[src/rtl/spi_tgt_pkg.sv]
package spi_tgt_pkg;
    // register address map (one address bit)
    typedef enum logic {
        ADDR_DATA = 1'b0,
        ADDR_STAT = 1'b1
    } reg_addr_e;

    // mode input layout: [1] idle level, [0] phase
    typedef struct packed {
        logic pol;
        logic pha;
    } spi_mode_t;
endpackage

[src/rtl/spi_pin_sync.sv]
module spi_pin_sync #(
    parameter int STAGES = 2   // must be at least 2
) (
    input  logic clk,
    input  logic rst_n,
    input  logic sck_pin,
    input  logic mosi_pin,
    input  logic ss_n_pin,
    input  logic pol,
    output logic sck_lead,
    output logic sck_trail,
    output logic mosi_s,
    output logic ss_low,
    output logic ss_fall,
    output logic ss_rise
);
    typedef struct packed {
        logic [STAGES-1:0] sck;
        logic [STAGES-1:0] mosi;
        logic [STAGES-1:0] ssn;
        logic              sck_prev;
        logic              ssn_prev;
    } sync_st_t;

    sync_st_t sync_q, sync_d;

    always_comb begin
        sync_d          = sync_q;
        sync_d.sck      = {sync_q.sck[STAGES-2:0],  sck_pin};
        sync_d.mosi     = {sync_q.mosi[STAGES-2:0], mosi_pin};
        sync_d.ssn      = {sync_q.ssn[STAGES-2:0],  ss_n_pin};
        sync_d.sck_prev = sync_q.sck[STAGES-1];
        sync_d.ssn_prev = sync_q.ssn[STAGES-1];
    end

    always_ff @(posedge clk or negedge rst_n) begin
        if (!rst_n) begin
            sync_q.sck      <= '0;
            sync_q.mosi     <= '0;
            sync_q.ssn      <= '1;
            sync_q.sck_prev <= 1'b0;
            sync_q.ssn_prev <= 1'b1;
        end else begin
            sync_q <= sync_d;
        end
    end

    logic sck_now, ssn_now;
    assign sck_now   = sync_q.sck[STAGES-1];
    assign ssn_now   = sync_q.ssn[STAGES-1];
    assign sck_lead  = (sync_q.sck_prev == pol) && (sck_now != pol);
    assign sck_trail = (sync_q.sck_prev != pol) && (sck_now == pol);
    assign mosi_s    = sync_q.mosi[STAGES-1];
    assign ss_low    = !ssn_now;
    assign ss_fall   = sync_q.ssn_prev && !ssn_now;
    assign ss_rise   = !sync_q.ssn_prev && ssn_now;
endmodule

[src/rtl/spi_shift_engine.sv]
module spi_shift_engine #(
    parameter int DATA_W = 8
) (
    input  logic              clk,
    input  logic              rst_n,
    input  logic              pha,
    input  logic              sck_lead,
    input  logic              sck_trail,
    input  logic              mosi_s,
    input  logic              ss_low,
    input  logic              ss_fall,
    input  logic              ss_rise,
    input  logic [DATA_W-1:0] tx_hold,
    output logic              miso_bit,
    output logic              miso_oe,
    output logic              byte_done,
    output logic [DATA_W-1:0] rx_byte
);
    localparam int CNT_W = (DATA_W > 1) ? $clog2(DATA_W) : 1;
    localparam logic [CNT_W-1:0] LAST_BIT = CNT_W'(DATA_W - 1);

    typedef struct packed {
        logic [DATA_W-1:0] tx_sr;
        logic [DATA_W-1:0] rx_sr;
        logic [DATA_W-1:0] rx_word;
        logic [CNT_W-1:0]  cnt;
        logic              armed;
        logic              oe;
        logic              done;
    } eng_st_t;

    eng_st_t eng_q, eng_d;
    logic sample_edge, drive_edge;
    logic [DATA_W-1:0] rx_next;

    always_comb begin
        eng_d       = eng_q;
        eng_d.done  = 1'b0;
        eng_d.oe    = ss_low;
        sample_edge = pha ? sck_trail : sck_lead;
        drive_edge  = pha ? sck_lead  : sck_trail;
        rx_next     = {eng_q.rx_sr[DATA_W-2:0], mosi_s};
        if (!ss_low) begin
            eng_d.cnt   = '0;
            eng_d.armed = 1'b0;
        end else if (ss_fall) begin
            eng_d.cnt   = '0;
            eng_d.armed = 1'b1;
            eng_d.tx_sr = tx_hold;
        end else if (eng_q.armed) begin
            if (drive_edge) begin
                if (pha && (eng_q.cnt == '0)) eng_d.tx_sr = tx_hold;
                else                          eng_d.tx_sr = eng_q.tx_sr << 1;
            end
            if (sample_edge) begin
                eng_d.rx_sr = rx_next;
                if (eng_q.cnt == LAST_BIT) begin
                    eng_d.done    = 1'b1;
                    eng_d.rx_word = rx_next;
                    eng_d.cnt     = '0;
                    if (!pha) eng_d.armed = 1'b0;
                end else begin
                    eng_d.cnt = eng_q.cnt + 1'b1;
                end
            end
        end
    end

    always_ff @(posedge clk or negedge rst_n) begin
        if (!rst_n) eng_q <= '0;
        else        eng_q <= eng_d;
    end

    assign miso_bit  = eng_q.tx_sr[DATA_W-1];
    assign miso_oe   = eng_q.oe;
    assign byte_done = eng_q.done;
    assign rx_byte   = eng_q.rx_word;


    abort_reset_chk: assert property (@(posedge clk) disable iff (!rst_n)
        ss_rise |=> (eng_q.cnt == '0) && !eng_q.done);


    rearm_needed_chk: assert property (@(posedge clk) disable iff (!rst_n)
        (!pha && !eng_q.armed && !ss_fall) |=> !eng_q.done);


    oe_off_chk: assert property (@(posedge clk) disable iff (!rst_n)
        !ss_low |=> !eng_q.oe);
endmodule

[src/rtl/spi_reg_file.sv]
module spi_reg_file
    import spi_tgt_pkg::*;
#(
    parameter int DATA_W = 8
) (
    input  logic              clk,
    input  logic              rst_n,
    input  logic              req_valid,
    input  logic              req_write,
    input  logic              req_addr,
    input  logic [DATA_W-1:0] req_wdata,
    input  logic              pha,
    input  logic              ss_low,
    input  logic              byte_done,
    input  logic [DATA_W-1:0] rx_byte,
    output logic              req_ready,
    output logic              rsp_valid,
    output logic [DATA_W-1:0] rsp_rdata,
    output logic [DATA_W-1:0] tx_hold
);
    localparam int DONE_BIT = DATA_W - 1;
    localparam int COLL_BIT = DATA_W - 2;

    typedef struct packed {
        logic [DATA_W-1:0] tx_hold;
        logic [DATA_W-1:0] rx_hold;
        logic [DATA_W-1:0] rsp_data;
        logic              rsp_valid;
        logic              done;
        logic              done_seen;
        logic              coll;
    } rf_st_t;

    rf_st_t rf_q, rf_d;
    logic wr_data, rd_data, rd_stat;
    logic [DATA_W-1:0] stat_word;

    always_comb begin
        rf_d      = rf_q;
        wr_data   = req_valid &&  req_write && (req_addr == ADDR_DATA);
        rd_data   = req_valid && !req_write && (req_addr == ADDR_DATA);
        rd_stat   = req_valid && !req_write && (req_addr == ADDR_STAT);
        stat_word = '0;
        stat_word[DONE_BIT] = rf_q.done;
        stat_word[COLL_BIT] = rf_q.coll;

        rf_d.rsp_valid = req_valid && !req_write;
        if (rd_data) rf_d.rsp_data = rf_q.rx_hold;
        if (rd_stat) rf_d.rsp_data = stat_word;

        if (wr_data) begin
            if (!pha && ss_low) rf_d.coll    = 1'b1;
            else                rf_d.tx_hold = req_wdata;
        end
        if (rd_stat) begin
            if (rf_q.done) rf_d.done_seen = 1'b1;
            if (rf_q.coll) rf_d.coll      = 1'b0;
        end
        if (rd_data && rf_q.done_seen) begin
            rf_d.done      = 1'b0;
            rf_d.done_seen = 1'b0;
        end
        if (byte_done) begin
            rf_d.done      = 1'b1;
            rf_d.done_seen = 1'b0;
            rf_d.rx_hold   = rx_byte;
        end
    end

    always_ff @(posedge clk or negedge rst_n) begin
        if (!rst_n) rf_q <= '0;
        else        rf_q <= rf_d;
    end

    assign req_ready = 1'b1;
    assign rsp_valid = rf_q.rsp_valid;
    assign rsp_rdata = rf_q.rsp_data;
    assign tx_hold   = rf_q.tx_hold;


    collision_hold_chk: assert property (@(posedge clk) disable iff (!rst_n)
        (wr_data && !pha && ss_low) |=> rf_q.coll && (rf_q.tx_hold == $past(rf_q.tx_hold)));


    done_set_chk: assert property (@(posedge clk) disable iff (!rst_n)
        byte_done |=> rf_q.done && (rf_q.rx_hold == $past(rx_byte)));


    read_latency_chk: assert property (@(posedge clk) disable iff (!rst_n)
        (req_valid && !req_write) |=> rsp_valid);


    no_spurious_rsp_chk: assert property (@(posedge clk) disable iff (!rst_n)
        !(req_valid && !req_write) |=> !rsp_valid);
endmodule

[src/rtl/spi_target_port.sv]
module spi_target_port
    import spi_tgt_pkg::*;
#(
    parameter int DATA_W      = 8,
    parameter int SYNC_STAGES = 2
) (
    input  logic              clk,
    input  logic              rst_n,
    input  logic [1:0]        mode_i,
    input  logic              sck_pin,
    input  logic              mosi_pin,
    input  logic              ss_n_pin,
    output logic              miso_pin,
    output logic              miso_oe,
    input  logic              req_valid,
    output logic              req_ready,
    input  logic              req_write,
    input  logic              req_addr,
    input  logic [DATA_W-1:0] req_wdata,
    output logic              rsp_valid,
    output logic [DATA_W-1:0] rsp_rdata
);
    spi_mode_t mode;
    assign mode = spi_mode_t'(mode_i);

    logic sck_lead, sck_trail, mosi_s, ss_low, ss_fall, ss_rise;
    logic byte_done;
    logic [DATA_W-1:0] rx_byte, tx_hold;

    spi_pin_sync #(.STAGES(SYNC_STAGES)) u_sync (
        .clk(clk), .rst_n(rst_n),
        .sck_pin(sck_pin), .mosi_pin(mosi_pin), .ss_n_pin(ss_n_pin), .pol(mode.pol),
        .sck_lead(sck_lead), .sck_trail(sck_trail), .mosi_s(mosi_s),
        .ss_low(ss_low), .ss_fall(ss_fall), .ss_rise(ss_rise)
    );

    spi_shift_engine #(.DATA_W(DATA_W)) u_eng (
        .clk(clk), .rst_n(rst_n), .pha(mode.pha),
        .sck_lead(sck_lead), .sck_trail(sck_trail), .mosi_s(mosi_s),
        .ss_low(ss_low), .ss_fall(ss_fall), .ss_rise(ss_rise),
        .tx_hold(tx_hold), .miso_bit(miso_pin), .miso_oe(miso_oe),
        .byte_done(byte_done), .rx_byte(rx_byte)
    );

    spi_reg_file #(.DATA_W(DATA_W)) u_regs (
        .clk(clk), .rst_n(rst_n),
        .req_valid(req_valid), .req_write(req_write), .req_addr(req_addr),
        .req_wdata(req_wdata), .pha(mode.pha), .ss_low(ss_low),
        .byte_done(byte_done), .rx_byte(rx_byte),
        .req_ready(req_ready), .rsp_valid(rsp_valid), .rsp_rdata(rsp_rdata),
        .tx_hold(tx_hold)
    );
endmodule

[config.mk]
export PLATFORM = sky130hd
export DESIGN_NAME = spi_target_port
export DESIGN_NICKNAME = d
export VERILOG_FILES = /design/src/rtl/spi_tgt_pkg.sv /design/src/rtl/spi_pin_sync.sv /design/src/rtl/spi_shift_engine.sv /design/src/rtl/spi_reg_file.sv /design/src/rtl/spi_target_port.sv
export SDC_FILE = /design/constraint.sdc
export NUM_CORES = 1
export LEC_CHECK = 0
export ABC_AREA = 1
export BUFFER_PORTS_ARGS = -buffer_cell sky130_fd_sc_hd__buf_2
export CORE_UTILIZATION = 50
export DETAILED_ROUTE_END_ITERATION = 10
export PLACE_DENSITY_LB_ADDON = 0.12
export SLEW_MARGIN = 20
export SYNTH_ARGS = -nofsm -noshare
export SYNTH_HDL_FRONTEND = slang
export SYNTH_SLANG_ARGS = --single-unit
[constraint.sdc]
create_clock -name clk -period 1.5 [get_ports clk]
set_input_delay 0.15 -clock clk [delete_from_list [all_inputs] [get_ports clk]]
set_output_delay 0.15 -clock clk [all_outputs]
set_load 0.005 [all_outputs]
# Yosys cells after proc, flatten, opt, wreduce, memory -nomap -nowiden
# Index checks and enable logic that the tools add are counted.
[classes]
addsub = 1
eq_ne = 5
n_mux = 27
bitwise_logic = 4
reduce_logical = 29
[ops]
columns = ["cell", "n"]
rows = [
  ["2-to-1 mux 8 bit", 6],
  ["2-to-1 mux 28 bit", 1],
  ["2-to-1 mux 20 bit", 1],
  ["2-to-1 mux 1 bit", 13],
  ["nonzero test 3 bit", 4],
  ["logical AND 1 bit", 11],
  ["2-to-1 mux 4 bit", 2],
  ["nonzero test 2 bit", 4],
  ["2-to-1 mux 2 bit", 3],
  ["AND reduction 2 bit", 3],
  ["AND reduction 5 bit", 1],
  ["inverter 1 bit", 4],
  ["AND reduction 4 bit", 1],
  ["adder 3 x 1 -> 3 bit, second input constant", 1],
  ["equality test 3 bit, second input constant", 1],
  ["logical NOT 1 bit", 3],
  ["logical NOT 3 bit", 1],
  ["2-to-1 mux 3 bit", 1],
  ["AND reduction 3 bit", 1],
  ["equality test 1 bit", 2],
  ["inequality test 1 bit", 2],
]
[totals]
register_bits = 66
out_inout_bits = 12

# Logic depth before layout (Yosys ltp)
[logic_depth]
depth_word = 8
depth_mapped = 9

# Modules after synthesis
# Synthesis repeated with hierarchy kept, for this count alone.
[hier_totals]
hier_cells = 350
hier_area_um2 = 2994.1
[by_module_without_submodules]
columns = ["mod", "instances", "cells_per_inst", "area_each_um2"]
rows = [
  ["spi_shift_engine", 1, 180, 1432.6],
  ["spi_reg_file", 1, 141, 1278.7],
  ["spi_pin_sync", 1, 29, 282.8],
]

# Least setup slack after synthesis
# OpenSTA, ideal clock, no wires.
[synth_path]
kind = "register -> register"
startpoint = "register u_sync.sync_q (netlist bit u_sync.ssn_now)"
endpoint = "register u_eng.eng_q[28] (netlist name)"
setup_ns = 0.126
t_arrival_ns = 1.185
required_time_ns = 1.374
path_slack_ns = 0.189
stages_incl_launch_ff = 9
period_less_slack_ns = 1.311
cell_sequence = "dfstp_2 -> inv_2 -> nand2_1 -> buf_4 -> nand2_1 -> nand2_2 -> a21oi_1 -> nand2_1 -> o21ai_0"
[synth_between]
elab_chain_cells = 4
elab_cells_between_ends = 7
[synth_lines]
columns = ["element", "line", "text"]
rows = [
  ["start, declared", "spi_pin_sync.sv:25", "sync_st_t sync_q, sync_d;"],
  ["start signal, assigned", "spi_pin_sync.sv:44", "sync_q <= sync_d;"],
  ["logical NOT 1 bit *", "-", ""],
  ["net ss_low", "spi_target_port.sv:26", "logic sck_lead, sck_trail, mosi_s, ss_low, ss_fall, ss_rise;"],
  ["logical AND 1 bit *", "spi_pin_sync.sv:55", "assign ss_fall = sync_q.ssn_prev && !ssn_now;"],
  ["nonzero test 2 bit (no line)", "-", ""],
  ["AND reduction 3 bit (no line)", "-", ""],
  ["end signal, assigned", "spi_shift_engine.sv:71", "else eng_q <= eng_d;"],
  ["end, declared", "spi_shift_engine.sv:32", "eng_st_t eng_q, eng_d;"],
]
# Mark *: on every way through the listed nets, which the timed path passes. The rest lies on a longest branch.
# A chain may end at the register's enable or synchronous reset.

# Worst setup path after layout
[layout_path]
startpoint = "register u_eng.eng_q[3] (netlist name)"
endpoint = "register u_eng.eng_q[23] (netlist name)"
[layout_between]
elab_chain_cells = 6
[layout_lines]
columns = ["element", "line", "text"]
rows = [
  ["logical NOT 3 bit", "spi_shift_engine.sv:52", "if (pha && (eng_q.cnt == '0)) eng_d.tx_sr = tx_hold;"],
  ["logical AND 1 bit", "spi_shift_engine.sv:52", ""],
  ["2-to-1 mux 8 bit", "spi_shift_engine.sv:52", ""],
  ["2-to-1 mux 8 bit", "spi_shift_engine.sv:51", "if (drive_edge) begin"],
  ["2-to-1 mux 28 bit", "spi_shift_engine.sv:50", "end else if (eng_q.armed) begin"],
  ["2-to-1 mux 8 bit", "spi_shift_engine.sv:46", "end else if (ss_fall) begin"],
]
# Every way passes these cells. The select of a mux whose other input is x is not followed.

==> impl_metrics.tcl <==
set metrics [dict create \
    crit_fanout 7 \
    clock_latency_ns 0.33 \
    rrSetupSlack_ns 0.07 \
    grt_start_max_net_pins 25 \
    wl_um 5124 \
    synth_top_family_by_area "simple AND/OR/NAND/NOR gates" \
    grt_util_met2_pct 27.43 \
    chipHeight_um 77.14 \
    crit_path_start_kind "register" \
    post_dp_cell_area_mm2 0.003014 \
    end_kind "register" \
    synth-simple-area-share_pct 18.66 \
    grt_setup_unrepaired "yes" \
    clkPwrFrac_pct 39.2 \
    viasPerCell 5.035 \
    cts_tree "built" \
    clockRootBuffer "clkbuf_8" \
    muxShareOfSynthArea_pct 2.793 \
    coreArea_mm2 0.005270 \
    rows 26 \
    seq_power_share_pct 49.4 \
    grt_usage_pct 19.12 \
    n_antenna_cell 0 \
    timing.rr.start "u_eng.eng_q[3]" \
    r2r-end "u_eng.eng_q[23]" \
    synthXorXnorAreaFrac_pct 0 \
    min_path_cells 2 \
    setup_tns_ns 0 \
    holdPathEnd "u_regs.tx_hold[1]" \
    maxCapViolations 0 \
    min_period_ns 1.432 \
    use_met1_pct 26.75 \
    swShare_pct 24.02 \
    grt_pass1_vias 1873 \
    cts_buffer_depth 2 \
    p_per_area_mw_per_mm2 1214 \
    syn_area_mm2 0.002823 \
    p_switching_uw 973.1 \
    io_pins 30 \
    synth_cell_types 27 \
    post_cts_buffers 0 \
    cts_max_level 3 \
    hold_viol 0 \
    synth_compound_area_share_pct 10.86 \
    worstSetupPathType "register to register" \
    synth_top_area_share_pct 54.96 \
    critPathArrivalTime_ns 1.65 \
    slew_violations 0 \
    synth_nets 315 \
    drt_first_pass_iters 4 \
    placed_cells 381 \
    final_core_utilization_pct 63.30 \
    antenna_found_initial 0 \
    reg2regPathDepth 9 \
    vias 2024 \
    area_growth_pct 18.17 \
    hold_path_class "input port to register" \
    post-place-ws_ns 0.06961 \
    start_util_pct 53.56 \
    p_int_uw 3078 \
    ys_seq_area_share_pct 57.76 \
    ys_warn_count 0 \
    yosys.area.top_type "dfrtp_1" \
    drc_errors 0 \
    ys_ff_latch 65 \
    dp_hpwl_um 3449 \
    drtAntennaViolNets 0 \
    post_layout_nonfiller_instances 402 \
    grt_overflow 0 \
    tightest_slew_ns 0.5086 \
    grt.busiest_layer "met2" \
    wire_per_inst_um 12.75 \
    grt_pass1_wl_um 8769 \
    fin_skew_ns 0.004077 \
    syn_inst 294 \
    clock-sinks 65 \
    fin_nets 349 \
    hp-start "req_wdata[1]" \
    die_x_um 77.14 \
    required_ns 1.72 \
    finalCritPeriodShare_pct 95.48 \
    drive_above_1_share_pct 24.70 \
    p_leak_uw 0.001650 \
    setup_ws_ns 0.06776 \
    numCtsBuffers 9 \
    dieArea_mm2 0.005950 \
    port-buffer-count 28 \
    ir_worst_vdd_mv 0.5222 \
    place_congestion 0.8265 \
    drt_iter0_markers 174 \
    fmax_ghz 0.6982 \
    design_area_mm2 0.003336 \
    relSlewSlack_pct 66.09 \
    synth.avg_cell_area_um2 9.601 \
    setup_viol 0 \
    status "finished, final reports clean" \
    clkTransAtPathRegs_ns 0.06 \
    yosys-top-cells-area "dfrtp_1 (55%), nand2_1 (9.2%), o21ai_0 (4.8%)" \
    synth_fa_ha_area_share_pct 1.330 \
    use_met3_pct 5.357 \
    pwr-share-comb_pct 11.4 \
]
state kept, by name (all words and copies together) (netlist names):
| name | count |
|---|---|
| u_eng.eng_q | 18 |
| u_regs.rf_q | 11 |
| u_eng.rx_byte | 8 |
| u_regs.rsp_rdata | 8 |
| u_regs.tx_hold | 8 |
| u_sync.sync_d | 3 |
| u_sync.sync_q | 2 |
| u_eng.byte_done | 1 |
| u_eng.miso_bit | 1 |
| u_eng.miso_oe | 1 |
| u_regs.rsp_valid | 1 |
| u_sync.mosi_s | 1 |
| u_sync.sck_now | 1 |
| u_sync.ssn_now | 1 |
how the worst max path moves through the flow:
stage | from | cells past startpoint | end | slack (ns)
after CTS | u_eng.eng_q[3] | 9 | u_eng.eng_q[23] | 0.06
after detailed placement | u_eng.eng_q[3] | 9 | u_eng.eng_q[28] | 0.07
final | u_eng.eng_q[3] | 9 | u_eng.eng_q[23] | 0.07
after floorplan | u_sync.ssn_now | 8 | u_eng.eng_q[28] | 0.19
after global routing | u_eng.eng_q[3] | 9 | u_eng.eng_q[28] | -0.04
after global placement | u_eng.eng_q[3] | 9 | u_eng.eng_q[25] | 0.11
logic make-up after synthesis:
group | count (synthesis)
AO/OA/AOI/OAI | 51
AND/OR/NAND/NOR | 117
multiplexers | 7
other | 1
adder cells (fa/ha/maj) | 3
flip-flops | 65
buffers and inverters | 50
metal layers:
layer / vias to the layer above / share of wire [%]
met2: 42 / 45
met5: - / 0
met1: 956 / 49
met4: 0 / 1.4
li1: 1019 / -
met3: 7 / 4.1
power groups by stage:
| stage | combinational (uW) | clock [uW] | sequential [uW] |
|---|---|---|---|
| 2_1_floorplan | 300 | 0 | 2010 |
| 3_3_place_gp | 418 | 0 | 2030 |
| 3_5_place_dp | 432 | 0 | 2030 |
| 4_1_cts | 443 | 1630 | 2000 |
| 5_1_grt | 528 | 1720 | 2020 |
| 6_report | 461 | 1590 | 2000 |
cell usage after synthesis:
| master | number |
|---|---|
| a21oi_1 | 9 |
| a31oi_1 | 1 |
| buf_2 | 2 |
| buf_4 | 11 |
| buf_6 | 1 |
| clkbuf_1 | 2 |
| conb_1 | 1 |
| dfrtp_1 | 62 |
| dfstp_2 | 3 |
| ha_1 | 3 |
| inv_1 | 32 |
| inv_2 | 2 |
| mux2_2 | 7 |
| nand2_1 | 69 |
| nand2_2 | 3 |
| nand3_1 | 19 |
| nand3_2 | 1 |
| nand3_4 | 1 |
| nand3b_1 | 1 |
| nand4_1 | 8 |
| nand4_2 | 1 |
| nor2_1 | 12 |
| nor2_2 | 1 |
| nor3_1 | 1 |
| o211ai_1 | 2 |
| o21ai_0 | 27 |
| o21ai_2 | 12 |
cell usage in the layout (no fill, tap or decap):
cell type / instances
conb_1: 1
nand3_2: 1
a21oi_1: 9
nor2_1: 11
nor2_4: 1
dlygate4sd3_1: 4
nand2_4: 3
nand4_2: 1
ha_2: 1
o211ai_1: 2
o21ai_2: 11
clkbuf_1: 2
nand3_1: 19
nand2_1: 69
inv_2: 3
o21ai_0: 27
nand3_4: 2
a31oi_1: 1
dfstp_2: 3
nor2_2: 1
ha_1: 2
clkbuf_8: 10
buf_2: 28
buf_4: 2
mux2_2: 7
bufinv_16: 2
nand4_1: 8
inv_1: 31
clkinv_2: 1
nor3_1: 1
buf_12: 3
nand4_4: 1
o21ai_4: 1
dfrtp_1: 62
nand3b_1: 1
worst max-delay path, cell delays in order, from the launching register on:
cell and delay, ns:
dfrtp_1 0.40, inv_1 0.08, ha_1 0.16, nand2_1 0.09, o21ai_4 0.19, inv_2 0.10
nor2_1 0.12, a21oi_1 0.06, nand2_1 0.06, nand2_1 0.04
through the flow:
step | total power (uW) | hold WS (ns)
final | 4051 | 0.04813
after global routing | 4266 | 0.03458
after CTS | 4074 | 0.03012
after detailed placement | 2466 | 0.1438
after global placement | 2450 | 0.1389
after floorplan | 2311 | -0.1456
final cells by class:
type                    instances  area (um2)
inverters                      34       127.6
multi-input cells             181        1025
well taps                      70       87.58
clock buffers                  12       145.1
flip-flops and latches         65        1630
repair buffers                 37       255.2
clock inverters                 3       65.06
fillers                       454        1934
what timing repair did:
| action | in CTS | in global routing |
|---|---|---|
| gates resized for setup | 0 | 10 |
| hold buffers | 4 | 0 |
| hold endpoints to repair | 18 | 0 |
| setup endpoints to repair | 0 | 22 |
Note: power is estimated with default switching activity, not from simulation.
